File: config.mk
export PLATFORM = sky130hd
export DESIGN_NAME = gf2m_digit_alu
export DESIGN_NICKNAME = d
export VERILOG_FILES = /design/src/rtl/gf2m_pkg.sv /design/src/rtl/gf2m_mac_cell.sv /design/src/rtl/gf2m_digit_array.sv /design/src/rtl/gf2m_rot_reg.sv /design/src/rtl/gf2m_digit_alu.sv
export SDC_FILE = /design/constraint.sdc
export NUM_CORES = 2
export LEC_CHECK = 0
export ABC_AREA = 1
export BUFFER_PORTS_ARGS = -buffer_cell sky130_fd_sc_hd__buf_4
export CAP_MARGIN = 40
export CORE_AREA = 2 2 316 318
export DETAILED_ROUTE_END_ITERATION = 10
export DIE_AREA = 0 0 318 320
export GPL_TIMING_DRIVEN = 0
export SETUP_SLACK_MARGIN = 0.2
export SLEW_MARGIN = 20
export SYNTH_ARGS = -nofsm -noshare
export SYNTH_HDL_FRONTEND = slang
export SYNTH_HIERARCHICAL = 1
export SYNTH_SLANG_ARGS = --single-unit
File: constraint.sdc
create_clock -name clk -period 2.62 [get_ports clk]
set_input_delay 0.131 -clock clk [delete_from_list [all_inputs] [get_ports clk]]
set_output_delay 0.131 -clock clk [all_outputs]
set_load 0.01 [all_outputs]
File: src/rtl/gf2m_pkg.sv
// Package gf2m_pkg
// Shared defaults and the command encoding for the binary field unit.
// Assumes a trinomial/pentanomial reduction whose low part fits in the field width.
package gf2m_pkg;
    localparam int unsigned FIELD_W_DEF = 163;
    localparam int unsigned DIGIT_DEF   = 4;
    // low terms of the reduction polynomial: x^7 + x^6 + x^3 + 1
    localparam logic [7:0]  RED_LOW_DEF = 8'hC9;

    typedef enum logic {
        OP_ADD = 1'b0,
        OP_MUL = 1'b1
    } alu_op_e;
endpackage

File: src/rtl/gf2m_mac_cell.sv
// Module gf2m_mac_cell
// One Horner step of a bit-serial field multiply: out = c*x + a_bit*b mod P.
// Purely combinational. Assumes RED_LOW holds P(x) minus its leading term.
module gf2m_mac_cell #(
    parameter int unsigned FIELD_W = 163,
    parameter logic [FIELD_W-1:0] RED_LOW = FIELD_W'(8'hC9)
) (
    input  logic [FIELD_W-1:0] c_in,
    input  logic               a_bit,
    input  logic [FIELD_W-1:0] b_in,
    output logic [FIELD_W-1:0] c_out
);
    logic [FIELD_W-1:0] shifted;

    // multiply by x and fold the overflow bit back through P
    always_comb begin
        shifted = {c_in[FIELD_W-2:0], 1'b0} ^ (c_in[FIELD_W-1] ? RED_LOW : '0);
        c_out   = shifted ^ (a_bit ? b_in : '0);
    end
endmodule

File: src/rtl/gf2m_digit_array.sv
// Module gf2m_digit_array
// Chains DIGIT mac cells so a whole digit of A (msb first) is absorbed per cycle.
// On the last cycle only LAST_W cells count: the chain is tapped early.
module gf2m_digit_array #(
    parameter int unsigned FIELD_W = 163,
    parameter int unsigned DIGIT   = 4,
    parameter int unsigned LAST_W  = 3,
    parameter logic [FIELD_W-1:0] RED_LOW = FIELD_W'(8'hC9)
) (
    input  logic [FIELD_W-1:0] c_in,
    input  logic [DIGIT-1:0]   digit,
    input  logic [FIELD_W-1:0] b_in,
    input  logic               last,
    output logic [FIELD_W-1:0] c_next
);
    logic [FIELD_W-1:0] stage [DIGIT+1];

    assign stage[0] = c_in;

    for (genvar k = 0; k < DIGIT; k++) begin : g_cell
        gf2m_mac_cell #(.FIELD_W(FIELD_W), .RED_LOW(RED_LOW)) u_cell (
            .c_in (stage[k]),
            .a_bit(digit[DIGIT-1-k]),
            .b_in (b_in),
            .c_out(stage[k+1])
        );
    end

    if (LAST_W == DIGIT) begin : g_full
        // every digit is complete: one tap serves all cycles
        assign c_next = stage[DIGIT];
        logic unused_last;
        assign unused_last = last;
    end else begin : g_part
        // final digit is partial: take the tap after LAST_W cells
        assign c_next = last ? stage[LAST_W] : stage[DIGIT];
    end
endmodule

File: src/rtl/gf2m_rot_reg.sv
// Module gf2m_rot_reg
// Operand A register. Loads on request, rotates left by DIGIT per step,
// or by LAST_W on the final step, so a full pass restores the loaded value.
module gf2m_rot_reg #(
    parameter int unsigned FIELD_W = 163,
    parameter int unsigned DIGIT   = 4,
    parameter int unsigned LAST_W  = 3
) (
    input  logic               clk,
    input  logic               rst_n,
    input  logic               load,
    input  logic [FIELD_W-1:0] load_val,
    input  logic               rot,
    input  logic               last,
    output logic [FIELD_W-1:0] q
);
    logic [FIELD_W-1:0] rot_full;
    logic [FIELD_W-1:0] rot_next;

    assign rot_full = {q[FIELD_W-1-DIGIT:0], q[FIELD_W-1 -: DIGIT]};

    if (LAST_W == DIGIT) begin : g_even
        // no partial digit: a single rotation amount
        assign rot_next = rot_full;
        logic unused_last;
        assign unused_last = last;
    end else begin : g_odd
        // partial final digit: shorter closing rotation
        logic [FIELD_W-1:0] rot_part;
        assign rot_part = {q[FIELD_W-1-LAST_W:0], q[FIELD_W-1 -: LAST_W]};
        assign rot_next = last ? rot_part : rot_full;
    end

    // hold, load or rotate the operand
    always_ff @(posedge clk) begin
        if (!rst_n)    q <= '0;
        else if (load) q <= load_val;
        else if (rot)  q <= rot_next;
    end
endmodule

File: src/rtl/gf2m_digit_alu.sv
// Module gf2m_digit_alu
// Digit-serial multiply / add unit over GF(2^FIELD_W).
// Multiply: ceil(FIELD_W/DIGIT) cycles, accumulator cleared at start.
// Add: one cycle, acc = B ^ acc_in. A start while busy is dropped.
module gf2m_digit_alu
    import gf2m_pkg::*;
#(
    parameter int unsigned FIELD_W = FIELD_W_DEF,
    parameter int unsigned DIGIT   = DIGIT_DEF,
    parameter logic [FIELD_W-1:0] RED_LOW = FIELD_W'(RED_LOW_DEF)
) (
    input  logic               clk,
    input  logic               rst_n,
    input  logic               start,
    input  logic               op_mul,
    input  logic [FIELD_W-1:0] opa_in,
    input  logic [FIELD_W-1:0] opb_in,
    input  logic [FIELD_W-1:0] acc_in,
    output logic [FIELD_W-1:0] acc_out,
    output logic [FIELD_W-1:0] opa_out,
    output logic               done
);
    localparam int unsigned NDIG   = (FIELD_W + DIGIT - 1) / DIGIT;
    localparam int unsigned LAST_W = FIELD_W - (NDIG - 1) * DIGIT;
    localparam int unsigned CNT_W  = $clog2(NDIG + 1);
    localparam logic [CNT_W-1:0] LAST_CNT = CNT_W'(NDIG - 1);

    logic               busy;
    logic [CNT_W-1:0]   cnt;
    logic [FIELD_W-1:0] b_q;
    logic [FIELD_W-1:0] c_q;
    logic [FIELD_W-1:0] c_step;
    logic               accept;
    logic               last;
    alu_op_e            op;

    assign op      = alu_op_e'(op_mul);
    assign accept  = start && !busy;
    assign last    = busy && (cnt == LAST_CNT);
    assign acc_out = c_q;

    gf2m_rot_reg #(.FIELD_W(FIELD_W), .DIGIT(DIGIT), .LAST_W(LAST_W)) u_areg (
        .clk     (clk),
        .rst_n   (rst_n),
        .load    (accept),
        .load_val(opa_in),
        .rot     (busy),
        .last    (last),
        .q       (opa_out)
    );

    gf2m_digit_array #(.FIELD_W(FIELD_W), .DIGIT(DIGIT), .LAST_W(LAST_W),
                       .RED_LOW(RED_LOW)) u_cells (
        .c_in  (c_q),
        .digit (opa_out[FIELD_W-1 -: DIGIT]),
        .b_in  (b_q),
        .last  (last),
        .c_next(c_step)
    );

    // sequencing: busy flag, digit counter and completion pulse
    always_ff @(posedge clk) begin
        if (!rst_n) begin
            busy <= 1'b0;
            cnt  <= '0;
            done <= 1'b0;
        end else begin
            done <= 1'b0;
            if (busy) begin
                cnt <= cnt + 1'b1;
                if (last) begin
                    busy <= 1'b0;
                    done <= 1'b1;
                end
            end else if (accept) begin
                cnt <= '0;
                if (op == OP_MUL) busy <= 1'b1;
                else              done <= 1'b1;
            end
        end
    end

    // operand B register: loaded on accept only
    always_ff @(posedge clk) begin
        if (!rst_n)      b_q <= '0;
        else if (accept) b_q <= opb_in;
    end

    // accumulator: clear or add on accept, Horner step while busy
    always_ff @(posedge clk) begin
        if (!rst_n)           c_q <= '0;
        else if (busy)        c_q <= c_step;
        else if (accept)      c_q <= (op == OP_MUL) ? '0 : (opb_in ^ acc_in);
    end

    // ---------------- assertions ----------------
    logic [FIELD_W-1:0] a_snap;
    logic [CNT_W:0]     chk_cnt;
    logic               chk_mul;

    // checker state: operand snapshot and independent busy-cycle count
    always_ff @(posedge clk) begin
        if (!rst_n) begin
            a_snap  <= '0;
            chk_cnt <= '0;
            chk_mul <= 1'b0;
        end else if (accept) begin
            a_snap  <= opa_in;
            chk_cnt <= '0;
            chk_mul <= op_mul;
        end else if (busy) begin
            chk_cnt <= chk_cnt + 1'b1;
        end
    end


    a_restore_chk: assert property (@(posedge clk) disable iff (!rst_n)
        done |-> opa_out == a_snap);


    mul_len_chk: assert property (@(posedge clk) disable iff (!rst_n)
        (done && chk_mul) |-> chk_cnt == (CNT_W+1)'(NDIG));


    add_len_chk: assert property (@(posedge clk) disable iff (!rst_n)
        (start && !busy && !op_mul) |=> done);


    done_idle_chk: assert property (@(posedge clk) disable iff (!rst_n)
        done |-> !busy);


    b_hold_chk: assert property (@(posedge clk) disable iff (!rst_n)
        (busy && $past(busy)) |-> $stable(b_q));


    acc_hold_chk: assert property (@(posedge clk) disable iff (!rst_n)
        (!busy && !start && !done) |=> $stable(acc_out));
endmodule

==> Yosys cells after proc, flatten, opt, wreduce, memory -nomap -nowiden <==
Cells that the tools add are included.
{ "classes": {"n_shift": 0, "div": 0, "n_lt_le_gt_ge": 0, "muxes": 25, "n_eq_ne": 1, "bitwise": 9, "reduce_logical": 4, "mul": 0, "n_addsub": 1} }
{ "ops": {"columns": ["cell", "n"], "rows": [
  ["two-way mux 163 bit", 11],
  ["bitwise XOR 163 bit", 9],
  ["two-way mux 8 bit", 4],
  ["two-way mux 6 bit", 2],
  ["two-way mux 1 bit", 8],
  ["adder 6 x 1 -> 6 bit, second input constant", 1],
  ["equality test 6 bit, second input constant", 1],
  ["logical AND 1 bit", 2],
  ["nonzero test 2 bit", 1],
  ["zero test 1 bit", 1]
]} }
{ "totals": {"ramBits": 0, "out_inout_bits": 327, "reg_bits": 497, "input_bits": 493, "rom_bits": 0, "latch_bits": 0, "word_cells": 46, "mem_count": 0} }

==> Depth between registers and ports, before layout <==
{ "logic_depth": {"depth_word": 14, "ltp_mapped": 19, "ltp_nobuf": 17} }

==> Cells and area by module <==
Netlist, hierarchy kept.
{ "by_module_without_submodules": {"columns": ["module", "cells_per_inst", "area_per_inst_um2", "seq_area_each_um2", "n_inst"], "rows": [
  ["gf2m_digit_alu", 2631, 15937.8, 6686.4, 1],
  ["gf2m_rot_reg", 1592, 9191.3, 3263.1, 1],
  ["gf2m_mac_cell", 369, 2293.4, 0.0, 4],
  ["gf2m_digit_array", 525, 2023.2, 0.0, 1]
]} }

==> Worst setup path before layout <==
Ideal clock, no wire load.
{ "synth_path": {"path_kind": "reg2reg", "startpoint": "reg u_areg.q[162]", "endpoint": "reg c_q[0] (netlist: acc_out[0])", "path_stages_with_launch": 16, "synth_period_minus_slack_ns": 2.402, "path_slack_ns": 0.218, "setup_ns": 0.127, "arrival_ns": 2.275, "path_cell_list": "dfxtp_1 buf_4 buf_6 buf_6 nand2_1 xnor2_1 xnor2_1 xnor2_1 inv_1 xor2_1 nand2_1 nand2_1 nand2_1 nand2_1 nor2_1 nor2_1"} }
{ "synth_lines": {"columns": ["element", "line", "text"], "rows": [
  ["from (decl)", "gf2m_rot_reg.sv:15", "output logic [FIELD_W-1:0] q"],
  ["from (signal assigned)", "gf2m_rot_reg.sv:37", "else if (load) q <= load_val;"],
  ["from (signal assigned)", "gf2m_rot_reg.sv:38", "else if (rot) q <= rot_next;"],
  ["to (signal assigned)", "gf2m_digit_alu.sv:92", "else if (busy) c_q <= c_step;"],
  ["to (signal assigned)", "gf2m_digit_alu.sv:93", "else if (accept) c_q <= (op == OP_MUL) ? '0 : (opb_in ^ acc_in);"],
  ["to (decl)", "gf2m_digit_alu.sv:31", "logic [FIELD_W-1:0] c_q;"]
]} }

==> results.md <==
- Total iterations of the first detailed-routing run: 6
- Commonest non-fill, non-tap cell in the layout: nand2_1
- Final Skew: 0.0337 ns
- Crit. End Element: register
- Synth top area cells: nand2_1 30%, dfxtp_1 27%, xnor2_1 15%
- Die Footprint: 0.102 mm²
- Worst Max-Slew Pin Slew: 0.757 ns
- CTS clk-pin slew, worst paths: 0.06 ns
- Outcome: complete, no violations
- Hold Path Stages: 6
- I/O Buffers: 819
- Max incr delay on CP: 0.36 ns
- Wire per inst: 17.4 µm
- Width of the die: 318 µm
- Tcrit/Tclk final: 89.4%
- Htree depth: 3
- Ports: 820
- CP Cell Sequence: buf_12, buf_6, buf_12, buf_8, nand2_4, xnor2_4, xnor2_2, xnor2_2, buf_6, nand2_1, nand3_1, nand2_1, nand2_1, nand2_1, nand2_1, nand2_1, nor2_1, nor2_1
- Max Fclk: 427 MHz
- CP Buf/Inv Count: 5
- Register area share after synthesis: 27.4%
- Worst Slack Setup Final: 0.277 ns
- Vias in the first global route: 40900
- Dpl cells: 8330
- First-pass GRT wire length: 236 mm
- Hold endpoint: acc_out[18]$_SDFFE_PN0P_
- RSZ-0062 raised after global routing: yes
- Critical Path RT: 3.11 ns
- Area grow syn2layout: 43.6%
- Critical path's slowest cell: dfxtp_4
- Antenna violations before repair: 11
- Synth Area per Inst: 5.84 µm²
- Fill count: 9967
- Critical path arrival: 2.83 ns
- Height of the die: 320 µm
- Post-synth top area cell: nand2_1
- Final setup fails: 0
- Beginning of the worst hold path: acc_in[18]
- CP startpoint kind: register
- FF-to-FF Start: u_areg/q[162]$_SDFFE_PN0P_
- TritonCTS clock tree: done
- Placer Congestion: 0.936
- Register bit total from synthesis: 497
- Row cnt: 115
- Power Dens Cells: 491 mW/mm²
- Antenna violation net count after detailed routing: 0
- GRT Util Overall: 29.4%
- CTS root buf: clkbuf_16
- Worst R2R End: acc_out[7]$_SDFFE_PN0P_
- Final slew viol count: 0
- Slack of the worst reg-to-reg path: 0.28 ns
- CP Class: register to register
- Core ar.: 0.0980 mm²
- Share of cells above drive strength 1: 17.4%
- Final net count: 8122
- Crit-path most repeated cell: nand2_1
- Starting DRT DRC Count: 3023
- Largest net degree at the start of global routing: 13
- Initial Util: 37.1%
- CTS sink cnt: 497
- DP HPWL: 118 mm
- CTS max path bufs: 3
- Leak pwr: 26.1 nW
- CTS Buf Count: 66
- Layout Utilization: 53.2%
- Final hold vios: 0
- Via density: 4.79
- Hold WS: 0.0969 ns
- Peak VDD IR: 0.367 mV
- Min cycle time layout: 2.34 ns
- Syn nets: 6719
- Synth cell types: 21
- Finished Layout Cells: 8973
- YS warnings: 6
- Critical Path Fanout Max: 7
- Mapped Area: 0.0363 mm²
- Pre-CTS WS: -1.25 ns
- Maxcap violations: 0
- Yosys top cell area share: 29.5%
- Slew Limit Headroom: 49.5%
- Gr ovfl total: 0
- Total Wirelength: 156 mm
- Vias: 43000
- Worst min-delay path category: input pin to register
- Cell family with most CP delay: buffers and inverters
- Skew-Pair Late Insertion Delay: 0.63 ns
- Syn Inst Count: 6224
- R2R depth: 18
- Most frequent cells in the layout: 2850 x nand2_1, 871 x buf_4, 594 x xnor2_1
- DRC errors left: 0
## cell families (layout without fill, tap and decap cells)
| family | Yosys count | after routing | synth area share [%] |
|---|---|---|---|
| AOI/OAI and AO/OA | 673 | 673 | 9.27 |
| xor gates and xnor gates | 640 | 640 | 15.4 |
| adders and majority gates | 2 | 2 | 0.0689 |
| buffers and inverters | 925 | 2379 | 11.2 |
| DFF | 497 | 497 | 27.4 |
| other | 0 | 8 | 0 |
| and+or+nand+nor | 3487 | 3487 | 36.6 |
## metrics by stage
| step | TNS [ns] | total power [mW] | instance area, µm² |
|---|---|---|---|
| floorplan | 0 | 12.8 | 36300 |
| global placement | -283.22 | 15.4 | 44100 |
| detailed placement | -300.76 | 15.4 | 44100 |
| CTS | 0 | 25.6 | 51500 |
| global route | 0 | 26.8 | 52100 |
| finish | 0 | 25.6 | 52100 |
## tightest hold or removal path, stage by stage
cell     delay (ns)
buf_4          0.09
nand2_1        0.05
nand2_1        0.21
nor2_1         0.07
nor2_1         0.08
nor2_1         0.04
## worst max path at each step
stage	start	to	slack, ns	cells past startpoint
final	u_areg/q[162]$_SDFFE_PN0P_	acc_out[7]$_SDFFE_PN0P_	0.28	18
after global routing	u_areg/q[162]$_SDFFE_PN0P_	acc_out[6]$_SDFFE_PN0P_	0.12	18
after CTS	busy$_SDFF_PN0_	u_areg/q[96]$_SDFFE_PN0P_	0.21	9
after detailed placement	busy$_SDFF_PN0_	u_areg/q[158]$_SDFFE_PN0P_	-1.25	12
after global placement	busy$_SDFF_PN0_	u_areg/q[158]$_SDFFE_PN0P_	-1.17	12
after floorplan	u_areg/q[162]$_SDFFE_PN0P_	acc_out[0]$_SDFFE_PN0P_	0.22	15
## area by class of cell
class | count | area, µm² | area share (%)
timing repair buffer | 1335 | 11300 | 21.6
clock inverter | 19 | 198 | 0.379
clock buffer | 100 | 2020 | 3.87
tap | 1287 | 1610 | 3.09
inverter | 585 | 2210 | 4.25
multi-input combinational | 4802 | 22700 | 43.5
sequential | 497 | 9960 | 19.1
buffer | 340 | 2160 | 4.14
antenna | 8 | 20.0 | 0.0384
## where the power goes
part	switching, mW	internal, mW
registers	0.768	8.11
clock network	3.84	5.55
logic	3.87	3.44
## repair_timing
item,CTS,global route
hold buffers,489,0
gates resized for setup,82,120
endpoints found under the setup margin,326,312
gates cloned,0,0
setup buffers,10,17
pin swaps,4,53
hold endpoints to repair,489,0
## layer usage
metal / GRT usage (%) / vias to the layer above / part of all wire, %
met3: 4.94 / 342 / 6.8
met1: 35.4 / 19600 / 41
met2: 50.7 / 1529 / 48
li1: - / 21500 / -
met5: 0 / - / 0.026
met4: 14.0 / 6 / 4.8
## sequential cells by signal, indices dropped and copies added, names as in the netlist
| name | cells |
|---|---|
| acc_out | 163 |
| b_q | 163 |
| u_areg/q | 163 |
| cnt | 6 |
| busy | 1 |
| done | 1 |
## cell usage after synthesis, drive strengths merged
library cell and count:
clkbuf 91, buf 249, a21oi 491, inv 585, o21ai 182, xor2 4, xnor2 636, dfxtp 497
nand2 2899, nand3 66, nand3b 2, ha 2, nor2 519, nand4 1
Power figures use the tool's default switching activity.
